**src/rtl/rtc_pkg.sv**
```systemverilog
package rtc_pkg;

    localparam int CTRL_EN_BIT = 26;
    localparam int ALARM_BIT   = 0;
    localparam int SEL_W       = 3;

    typedef enum logic [SEL_W-1:0] {
        SEL_DATA  = 3'd0,
        SEL_MATCH = 3'd1,
        SEL_LOAD  = 3'd2,
        SEL_CTRL  = 3'd3,
        SEL_MASK  = 3'd4,
        SEL_RAW   = 3'd5,
        SEL_MSK   = 3'd6,
        SEL_CLR   = 3'd7
    } reg_sel_e;

    typedef struct packed {
        logic     hit;
        reg_sel_e sel;
    } reg_dec_t;

    function automatic reg_dec_t decode_reg(input logic upper_zero,
                                            input logic [SEL_W-1:0] widx);
        reg_dec_t d;
        d.hit = upper_zero;
        d.sel = reg_sel_e'(widx);
        return d;
    endfunction

endpackage

```
**src/rtl/rtc_prescaler.sv**
```systemverilog
module rtc_prescaler #(
    parameter int PRESC_W = 15
) (
    input  logic clk,
    input  logic rst,
    input  logic tick_i,
    input  logic en_i,
    input  logic clr_i,
    output logic sec_o
);
    logic [PRESC_W-1:0] pre_q;
    logic               adv;

    assign adv   = tick_i & en_i;
    assign sec_o = adv & (&pre_q) & ~clr_i;

    always_ff @(posedge clk) begin
        if (rst || clr_i) begin
            pre_q <= '0;
        end else if (adv) begin
            pre_q <= pre_q + PRESC_W'(1);
        end
    end

    assert_pre_hold_R4: assert property (@(posedge clk) disable iff (rst)
        (!en_i && !clr_i) |=> $stable(pre_q));

    assert_pre_restart_R3: assert property (@(posedge clk) disable iff (rst)
        sec_o |=> (pre_q == '0));

endmodule

```
**src/rtl/rtc_counter.sv**
```systemverilog
module rtc_counter #(
    parameter int CNT_W = 32
) (
    input  logic             clk,
    input  logic             rst,
    input  logic             load_i,
    input  logic [CNT_W-1:0] load_val_i,
    input  logic             sec_i,
    input  logic [CNT_W-1:0] match_i,
    output logic [CNT_W-1:0] cnt_o,
    output logic             hit_o
);
    logic [CNT_W-1:0] cnt_q;
    logic [CNT_W-1:0] cnt_d;
    logic             upd;

    always_comb begin
        cnt_d = cnt_q;
        if (load_i) begin
            cnt_d = load_val_i;
        end else if (sec_i) begin
            cnt_d = cnt_q + CNT_W'(1);
        end
    end

    assign upd   = load_i | sec_i;
    assign hit_o = upd & (cnt_d == match_i);
    assign cnt_o = cnt_q;

    always_ff @(posedge clk) begin
        if (rst) begin
            cnt_q <= '0;
        end else begin
            cnt_q <= cnt_d;
        end
    end

    assert_cnt_hold_R4: assert property (@(posedge clk) disable iff (rst)
        (!load_i && !sec_i) |=> $stable(cnt_q));

    assert_cnt_step_R10: assert property (@(posedge clk) disable iff (rst)
        (sec_i && !load_i) |=> (cnt_q == CNT_W'($past(cnt_q) + CNT_W'(1))));

    assert_cnt_load_R2: assert property (@(posedge clk) disable iff (rst)
        load_i |=> (cnt_q == $past(load_val_i)));

endmodule

```
**src/rtl/rtc_alarm_irq.sv**
```systemverilog
module rtc_alarm_irq (
    input  logic clk,
    input  logic rst,
    input  logic set_i,
    input  logic clr_i,
    input  logic mask_we_i,
    input  logic mask_val_i,
    output logic raw_o,
    output logic mask_o,
    output logic irq_o
);
    logic raw_q;
    logic mask_q;

    always_ff @(posedge clk) begin
        if (rst) begin
            raw_q  <= 1'b0;
            mask_q <= 1'b0;
        end else begin
            if (set_i) begin
                raw_q <= 1'b1;
            end else if (clr_i) begin
                raw_q <= 1'b0;
            end
            if (mask_we_i) begin
                mask_q <= mask_val_i;
            end
        end
    end

    assign raw_o  = raw_q;
    assign mask_o = mask_q;
    assign irq_o  = raw_q & mask_q;

    assert_raw_sticky_R6: assert property (@(posedge clk) disable iff (rst)
        (raw_q && !clr_i) |=> raw_q);

    assert_raw_clear_R7: assert property (@(posedge clk) disable iff (rst)
        (clr_i && !set_i) |=> !raw_q);

    assert_raw_set_R6: assert property (@(posedge clk) disable iff (rst)
        set_i |=> raw_q);

endmodule

```
**src/rtl/rtc_sec_alarm.sv**
```systemverilog
module rtc_sec_alarm
    import rtc_pkg::*;
#(
    parameter int ADDR_W  = 12,
    parameter int DATA_W  = 32,
    parameter int PRESC_W = 15
) (
    input  logic              clk,
    input  logic              rst,
    input  logic              tick_i,
    input  logic              psel_i,
    input  logic              penable_i,
    input  logic              pwrite_i,
    input  logic [ADDR_W-1:0] paddr_i,
    input  logic [DATA_W-1:0] pwdata_i,
    output logic [DATA_W-1:0] prdata_o,
    output logic              irq_o
);
    localparam int IDX_LO = 2;
    localparam int IDX_HI = IDX_LO + SEL_W - 1;

    reg_dec_t          dec;
    logic              wr;
    logic              wr_match, wr_load, wr_ctrl, wr_mask, wr_clr;
    logic [DATA_W-1:0] match_q;
    logic              en_q;
    logic [DATA_W-1:0] cnt;
    logic              sec;
    logic              hit;
    logic              raw, mask;
    logic              unused_addr_lsb;

    assign unused_addr_lsb = ^paddr_i[IDX_LO-1:0];

    assign dec = decode_reg(paddr_i[ADDR_W-1:IDX_HI+1] == '0,
                            paddr_i[IDX_HI:IDX_LO]);
    assign wr  = psel_i & penable_i & pwrite_i & dec.hit;

    assign wr_match = wr & (dec.sel == SEL_MATCH);
    assign wr_load  = wr & (dec.sel == SEL_LOAD);
    assign wr_ctrl  = wr & (dec.sel == SEL_CTRL);
    assign wr_mask  = wr & (dec.sel == SEL_MASK);
    assign wr_clr   = wr & (dec.sel == SEL_CLR) & pwdata_i[ALARM_BIT];

    always_ff @(posedge clk) begin
        if (rst) begin
            match_q <= '0;
            en_q    <= 1'b0;
        end else begin
            if (wr_match) begin
                match_q <= pwdata_i;
            end
            if (wr_ctrl) begin
                en_q <= pwdata_i[CTRL_EN_BIT];
            end
        end
    end

    rtc_prescaler #(.PRESC_W(PRESC_W)) presc_i (
        .clk    (clk),
        .rst    (rst),
        .tick_i (tick_i),
        .en_i   (en_q),
        .clr_i  (wr_load),
        .sec_o  (sec)
    );

    rtc_counter #(.CNT_W(DATA_W)) cnt_i (
        .clk        (clk),
        .rst        (rst),
        .load_i     (wr_load),
        .load_val_i (pwdata_i),
        .sec_i      (sec),
        .match_i    (match_q),
        .cnt_o      (cnt),
        .hit_o      (hit)
    );

    rtc_alarm_irq irq_i (
        .clk        (clk),
        .rst        (rst),
        .set_i      (hit),
        .clr_i      (wr_clr),
        .mask_we_i  (wr_mask),
        .mask_val_i (pwdata_i[ALARM_BIT]),
        .raw_o      (raw),
        .mask_o     (mask),
        .irq_o      (irq_o)
    );

    always_comb begin
        prdata_o = '0;
        if (dec.hit) begin
            case (dec.sel)
                SEL_DATA:  prdata_o = cnt;
                SEL_MATCH: prdata_o = match_q;
                SEL_CTRL:  prdata_o[CTRL_EN_BIT] = en_q;
                SEL_MASK:  prdata_o[ALARM_BIT] = mask;
                SEL_RAW:   prdata_o[ALARM_BIT] = raw;
                SEL_MSK:   prdata_o[ALARM_BIT] = raw & mask;
                default:   prdata_o = '0;
            endcase
        end
    end

    assert_irq_needs_mask_R8: assert property (@(posedge clk) disable iff (rst)
        irq_o |-> mask);

    assert_no_step_when_off_R4: assert property (@(posedge clk) disable iff (rst)
        !en_q |-> !sec);

endmodule

```
**config.mk**
```make
export PLATFORM = sky130hd
export DESIGN_NAME = rtc_sec_alarm
export DESIGN_NICKNAME = d
export VERILOG_FILES = /design/src/rtl/rtc_pkg.sv /design/src/rtl/rtc_prescaler.sv /design/src/rtl/rtc_counter.sv /design/src/rtl/rtc_alarm_irq.sv /design/src/rtl/rtc_sec_alarm.sv
export SDC_FILE = /design/constraint.sdc
export NUM_CORES = 1
export LEC_CHECK = 0
export BUFFER_PORTS_ARGS = -buffer_cell sky130_fd_sc_hd__buf_2
export CORE_UTILIZATION = 60
export CTS_BUF_LIST = sky130_fd_sc_hd__clkbuf_4 sky130_fd_sc_hd__clkbuf_8 sky130_fd_sc_hd__clkbuf_16
export DETAILED_ROUTE_END_ITERATION = 8
export PLACE_DENSITY = 0.84
export SLEW_MARGIN = 30
export SYNTH_ARGS = -nofsm -noshare
export SYNTH_HDL_FRONTEND = slang
export SYNTH_SLANG_ARGS = --single-unit
```
**constraint.sdc**
```tcl
create_clock -name clk -period 8.28 [get_ports clk]
set_input_delay 2.07 -clock clk [delete_from_list [all_inputs] [get_ports clk]]
set_output_delay 2.07 -clock clk [all_outputs]
set_load 0.005 [all_outputs]
```
=== Word level (Yosys, flattened, before mapping) ===
Index checks and enable logic that the tools add are counted.

* Bits in registers: 82
* Input bits: 50
* Output and inout port bits: 33
* Word-level logic and storage cells: 46

* Add/subtract/negate cells: 2
* Equality and inequality tests: 8
* Multiplexer cells: 9
* Bitwise logic cells: 16
* Reduce and logical (&&, ||, !) cells: 5

{| class="wikitable"
|+ Operators by type and width
! operator !! number
|-
| two-way mux 32 bit || 3
|-
| case mux 25 bit (2 select lines) || 1
|-
| adder 32 x 1 -> 32 bit (second input constant) || 1
|-
| equality test 32 bit || 1
|-
| adder 15 x 1 -> 15 bit (second input constant) || 1
|-
| AND reduction 15 bit || 1
|-
| AND 1 bit || 14
|-
| equality test 3 bit (second input constant) || 4
|-
| case mux 5 bit (2 select lines) || 1
|-
| zero test 7 bit || 1
|-
| equality test 3 x 2 -> 1 bit (second input constant) || 2
|-
| case mux 1 bit (5 select lines) || 1
|-
| equality test 3 x 1 -> 1 bit (second input constant) || 1
|-
| zero test 3 bit || 1
|-
| case mux 1 bit (3 select lines) || 1
|-
| two-way mux 1 bit || 2
|-
| nonzero test 2 bit || 1
|-
| logical OR 1 bit || 1
|-
| NOT 1 bit || 1
|-
| bitwise OR 1 bit || 1
|}

=== Depth between registers and ports, before layout ===
Gate-level depths: netlist (run 1).

* Depth after elaboration: 11
* Mapped depth: 11
* Gate-level depth less buffers: 10

=== Hierarchy ===
From an unflattened synthesis (run 1), not the netlist that was laid out.

* Cells, all modules: 721
* Area, all modules: 5809.3 µm²

{| class="wikitable"
|+ Modules (own cells, without submodules)
! module !! instances !! cells each !! area an instance (µm²)
|-
| rtc_counter || 1 || 391 || 2951.6
|-
| rtc_sec_alarm || 1 || 242 || 2063.2
|-
| rtc_prescaler || 1 || 80 || 715.7
|-
| rtc_alarm_irq || 1 || 8 || 78.8
|}

=== Least setup slack after synthesis (run 1) ===
Ideal clock, no wire load.

* Path kind: input port to output port
* Start: input port paddr_i[3]
* End: output port prdata_o[16]
* Data arrival time: 3.327 ns
* Data required time: 6.210 ns
* Path slack: 2.883 ns
* Stages on the path: 5
* Path through: clkbuf_1 nor3_1 clkbuf_1 a22oi_1 nor2_1

* Longest elaborated chain between the ends: 3
* Elaborated cells between the ends (all ways): 4
* Those cells by class: 1 x eq/ne; 2 x mux; 1 x reduce/logical

{| class="wikitable"
|+ RTL lines
! element !! line !! source
|-
| start: declaration || rtc_sec_alarm.sv:14 || <nowiki>input logic [ADDR_W-1:0] paddr_i,</nowiki>
|-
| equality test 3 x 1 -> 1 bit or zero test 3 bit (tied branches) || rtc_sec_alarm.sv:94 || <nowiki>case (dec.sel)</nowiki>
|-
| case mux 25 bit (2 select lines) * || rtc_sec_alarm.sv:94 ||
|-
| two-way mux 32 bit * || rtc_sec_alarm.sv:93 || <nowiki>if (dec.hit) begin</nowiki>
|-
| end: declaration || rtc_sec_alarm.sv:16 || <nowiki>output logic [DATA_W-1:0] prdata_o,</nowiki>
|}

Every way passes the cells marked *; elsewhere a longest branch is shown, timed or not.

=== Worst setup path after layout (run 1) ===
* Start: input port paddr_i[2]
* End: output port prdata_o[4]

Same word-level chain as after synthesis.

==> impl_metrics.json, run 1 <==
{
  "grt_pass1_vias": 4778,
  "nets": 807,
  "cts_hold_buf": 0,
  "end_kind": "output port",
  "grt_setup_unrepaired": "no",
  "worst-slew-pin-transition_ps": 765.6,
  "ios": 83,
  "setup_viol": 0,
  "maxCapViolations": 0,
  "port-buffer-count": 80,
  "mostFrequentLayoutCells": "nor2_1 (101), dfxtp_1 (82), buf_2 (80)",
  "finalCritPeriodShare": 0.6899,
  "synthCells": 703,
  "drt-wirelength-per-cell_um": 18.98,
  "clk_pin_slew_worst_paths_ps": 90,
  "cts_buffers": 9,
  "path_buf_inv": 4,
  "avgSynthCellArea_um2": 7.618,
  "total_power_mw": 0.7499,
  "cts_sinks": 82,
  "die-area_um2": 9307,
  "critPathLaunchType": "input pin",
  "synth_edf_count": 0,
  "cp_top_family": "buffers and inverters",
  "max_freq_mhz": 175.1,
  "slew_headroom": 0.4853,
  "skew_ps": 16.92,
  "cts_setup_buffers": 0,
  "via_per_inst": 6.340,
  "first_iter_violations": 527,
  "final_common_cell": "nor2_1",
  "cp_cell_sequence": "buf_2, inv_1, nor3_2, buf_4, a22oi_1, nor2_1, buf_2",
  "crit_required_ps": 6210,
  "arrival_ps": 3640,
  "synth_area_um2": 5355,
  "grt_pass1_wl_um": 24740,
  "synth-seq-cells": 82,
  "dp_hpwl_um": 11830,
  "synthArstFlopShare": 0,
  "busiest_layer": "met2",
  "synthFlopType": "dfxtp_1",
  "antenna_found_initial": 0,
  "cpMostUsedCell": "buf_2",
  "hold_path.class": "reg -> reg",
  "status": "finished, final reports clean",
  "initial_core_util": 0.6171,
  "use_met1": 0.5019,
  "p_leak_nw": 2.087,
  "die_width_um": 96.48,
  "tns_ps": 0,
  "use_met3": 0.05712,
  "num_vias": 5503,
  "h-tree-depth": 3,
  "core_um2": 8678,
  "met2_usage": 0.5440,
  "worstSetupPathType": "in -> out",
  "drive_gt1_frac": 0.1618,
  "clock_path_buffers": 2,
  "first_pass_iters": 5,
  "routabilityCongestion": 1.021,
  "insertion_delay_ps": 370,
  "cts_resized": 0,
  "slowest_delay_ps": 560,
  "track_usage": 0.3575,
  "clockRootBuffer": "clkbuf_8",
  "hold_viol": 0,
  "pwr_density_cell_nw_per_um2": 125.0,
  "synth.distinct_cells": 57,
  "routed_wl_um": 16480,
  "grt-ovfl-total": 0,
  "cp_slowest_cell": "buf_4",
  "num_rows": 34,
  "drc": 0,
  "antennaDiodeCount": 0,
  "cts_tree": "built",
  "syn_nets": 755,
  "die_h_um": 96.48,
  "ir_drop_mv": 0.08821,
  "ant_nets": 0,
  "grt_max_degree": 71,
  "cp_max_fo": 63,
  "finalCriticalPeriod_ps": 5713,
  "drv_slew": 0,
  "syn2layout_area_growth_pct": 12.01,
  "ys_seq_area_frac": 0.3065,
  "ys_warn_count": 0
}
layer usage:
| layer | vias to the layer above | wire length, um |
|---|---|---|
| met4 | 0 | 525 |
| met3 | 40 | 1383 |
| met2 | 277 | 7300 |
| met1 | 2554 | 7268 |
| met5 | - | 0 |
| li1 | 2632 | - |
cell type report:
| cell class | instances | area, um^2 |
|---|---|---|
| Sequential cell | 82 | 1642 |
| Clock buffer | 11 | 145.1 |
| Clock inverter | 5 | 63.81 |
| Multi-Input combinational cell | 561 | 3503 |
| Inverter | 13 | 48.80 |
| Timing Repair Buffer | 88 | 460.4 |
| Fill cell | 741 | 2680 |
| Tap cell | 108 | 135.1 |
registers in the layout, summed over array words and instances, names as in the netlist:
name / count
cnt_i.cnt_o: 32
irq_i.raw_o: 1
irq_i.mask_o: 1
en_q: 1
presc_i.pre_q: 15
match_q: 32
worst min-delay path, cell delays in order, from the launching register on:
cell,delay [ps]
dfxtp_1,340
nand2_1,60
a21oi_1,60
Yosys cell counts (2+ instances only):
| cell | instances | share of area |
|---|---|---|
| a21oi_1 | 42 | 0.039 |
| or3_1 | 2 | 0.0023 |
| a211oi_1 | 29 | 0.041 |
| o2111ai_1 | 2 | 0.0033 |
| ha_1 | 2 | 0.0047 |
| nand4_1 | 23 | 0.027 |
| xnor3_1 | 2 | 0.0084 |
| o31ai_1 | 3 | 0.0042 |
| and3_1 | 8 | 0.0093 |
| nor4_4 | 2 | 0.0079 |
| nor4_1 | 11 | 0.013 |
| and4_1 | 8 | 0.013 |
| nor3b_1 | 2 | 0.0028 |
| nand2b_1 | 5 | 0.0058 |
| a31oi_1 | 5 | 0.0058 |
| clkbuf_1 | 45 | 0.032 |
| nor2_1 | 102 | 0.071 |
| nor3_1 | 18 | 0.017 |
| xor2_1 | 36 | 0.059 |
| a22oi_1 | 30 | 0.042 |
| nand4_4 | 3 | 0.012 |
| o21ai_0 | 8 | 0.0075 |
| inv_1 | 13 | 0.0091 |
| o22ai_1 | 6 | 0.0070 |
| nand2_1 | 67 | 0.047 |
| dfxtp_1 | 82 | 0.31 |
| mux2i_1 | 9 | 0.017 |
| nor2b_1 | 3 | 0.0035 |
| nand3_1 | 58 | 0.054 |
| xnor2_1 | 48 | 0.079 |
| nand3b_1 | 3 | 0.0042 |
path summary, 6_finish.rpt:
| kind | from | endpoint | slack [ps] | cells past startpoint |
|---|---|---|---|---|
| worst max-delay path | paddr_i[2] | prdata_o[4] | 2570 | 7 |
| worst min-delay path | match_q[7]$_SDFFE_PP0P_ | match_q[7]$_SDFFE_PP0P_ | 490 | 2 |
| worst max register to register | presc_i.pre_q[0]$_SDFFE_PP0P_ | irq_i.raw_o$_SDFFE_PP0P_ | 4920 | 10 |
| worst min register to register | match_q[7]$_SDFFE_PP0P_ | match_q[7]$_SDFFE_PP0P_ | 490 | 2 |
metrics by stage:
stage	area (um^2)	std cells	util	setup WS, ps	hold slack, ps
global placement	5789	852	0.6671	2714	460.3
CTS	5998	868	0.6912	2653	495.2
detailed placement	5789	852	0.6671	2658	482.1
global route	5998	868	0.6912	2512	513.3
floorplan	5355	703	-	2883	453.1
finish	5998	868	0.6912	2567	494.5
kinds of logic after synthesis:
| group | count (synthesis) | share of synthesized area |
|---|---|---|
| DFF | 82 | 0.3065 |
| adders and majority gates | 2 | 0.004672 |
| muxes | 9 | 0.01682 |
| xor gates and xnor gates | 86 | 0.1458 |
| AOI/OAI and AO/OA | 138 | 0.1734 |
| and+or+nand+nor | 326 | 0.3098 |
| buffers and inverters | 60 | 0.04299 |
power breakdown:
group | switching (mW) | internal [mW]
Combinational | 0.0316 | 0.0151
Clock | 0.157 | 0.153
Sequential | 0.0000779 | 0.394
No activity file was read; power rests on OpenSTA's default activity.
==> run 2: changes to the inputs <==
CORE_UTILIZATION = 58   (was 60)
PLACE_DENSITY = 0.81   (was 0.84)
clock period = 5.3 ns   (was 8.28 ns; I/O delays follow)
==> impl_metrics.json, run 2 (synthesis gave the netlist of run 1 again) <==
{
  "grt_setup_unrepaired": "no",
  "critPathLaunchType": "input pin",
  "cts_hold_buf": 0,
  "grt_pass1_vias": 4997,
  "cp_max_fo": 63,
  "worstSetupPathType": "in -> out",
  "die_width_um": 98.09,
  "tns_ps": 0,
  "end_kind": "output port",
  "grt-ovfl-total": 0,
  "ir_drop_mv": 0.1106,
  "port-buffer-count": 80,
  "multi_input_area_um2": 3506,
  "final_core_util": 0.6779,
  "finalCriticalPeriod_ps": 4216,
  "crit_required_ps": 3970,
  "max_freq_mhz": 237.2,
  "initial_core_util": 0.6052,
  "clock_path_buffers": 2,
  "track_usage": 0.3590,
  "nets": 808,
  "pwr_density_cell_nw_per_um2": 193.5,
  "num_vias": 5599,
  "grt_pass1_wl_um": 26730,
  "routabilityCongestion": 0.9447,
  "routed_wl_um": 17020,
  "clk_pin_slew_worst_paths_ps": 80,
  "first_iter_violations": 391,
  "die-area_um2": 9622,
  "num_rows": 34,
  "grt_max_degree": 64,
  "finalCritPeriodShare": 0.7955,
  "fin_cells": 869,
  "violations": "design-rule violations",
  "drv_slew": 0,
  "clockRootBuffer": "clkbuf_8",
  "dp_hpwl_um": 12220,
  "regArea_um2": 1642,
  "whs_ps": 491.0,
  "arrival_ps": 2890,
  "hold_viol": 0,
  "maxCapViolations": 0,
  "cts_setup_buffers": 0,
  "syn2layout_area_growth_pct": 12.01,
  "antenna_found_initial": 0,
  "r2r_cells": 10,
  "drt-wirelength-per-cell_um": 19.58,
  "hold_path_depth": 2,
  "ant_nets": 0,
  "mostFrequentLayoutCells": "nor2_1 (101), dfxtp_1 (82), buf_2 (80)",
  "n_fill_cell": 779,
  "placed_cells": 853,
  "first_pass_iters": 9,
  "worst-slew-pin-transition_ps": 870.3,
  "slew_headroom": 0.4198,
  "cts_resized": 0,
  "antennaDiodeCount": 0,
  "via_per_inst": 6.443,
  "h-tree-depth": 3,
  "die_h_um": 98.09,
  "hold_path.class": "reg -> reg",
  "cts_buffers": 9,
  "insertion_delay_ps": 370,
  "core_um2": 8848,
  "status": "finished with violations",
  "skew_ps": 11.20,
  "p_leak_nw": 2.087,
  "cts_sinks": 82,
  "ios": 83,
  "drc": 7,
  "cts_tree": "built",
  "drive_gt1_frac": 0.1643,
  "final_common_cell": "nor2_1",
  "setup_viol": 0
}
==> run 2: where the power goes <==
part | switching [mW] | internal [mW]
Clock | 0.247 | 0.224
Sequential | 0.000125 | 0.615
Combinational | 0.0505 | 0.0236
Total | 0.298 | 0.863
==> run 2: metal layers <==
layer / global-route usage / share of wire / up-vias
met5: 0 / 0 / -
met4: 0.1550 / 0.032 / 0
met3: 0.06943 / 0.092 / 35
met2: 0.5341 / 0.43 / 275
met1: 0.5047 / 0.44 / 2643
li1: - / - / 2646
==> run 2: cell type report <==
cell class,instances,share of cell area
multi-input combinational,561,0.5845
sequential,82,0.2737
timing repair buffer,89,0.07801
tap,108,0.02253
clock buffer,10,0.02190
clock inverter,6,0.01126
inverter,13,0.008135
==> run 2: worst paths after layout <==
| kind | to | slack (ps) | startpoint |
|---|---|---|---|
| worst max-delay path | prdata_o[31] | 1080 | paddr_i[2] |
| worst min register to register | presc_i.pre_q[1]$_SDFFE_PP0P_ | 490 | presc_i.pre_q[1]$_SDFFE_PP0P_ |
| worst max register to register | irq_i.raw_o$_SDFFE_PP0P_ | 1900 | presc_i.pre_q[0]$_SDFFE_PP0P_ |
| worst min-delay path | presc_i.pre_q[1]$_SDFFE_PP0P_ | 490 | presc_i.pre_q[1]$_SDFFE_PP0P_ |
==> run 2: worst max-delay path, stage by stage <==
cell and delay (ps):
buf_2 140, inv_1 130, nor3_2 200, buf_4 560
a22oi_1 200, nor2_1 160, buf_2 130
==> run 2: metrics by stage <==
| step | instance area, um^2 | setup WS, ps | power (mW) |
|---|---|---|---|
| final | 5998 | 1084 | 1.161 |
| after global routing | 5998 | 1003 | 1.191 |
| after CTS | 5998 | 1134 | 1.163 |
| after detailed placement | 5799 | 919.9 | 0.7018 |
| after global placement | 5797 | 965.5 | 0.7002 |
| after floorplan | 5355 | 1393 | 0.6618 |
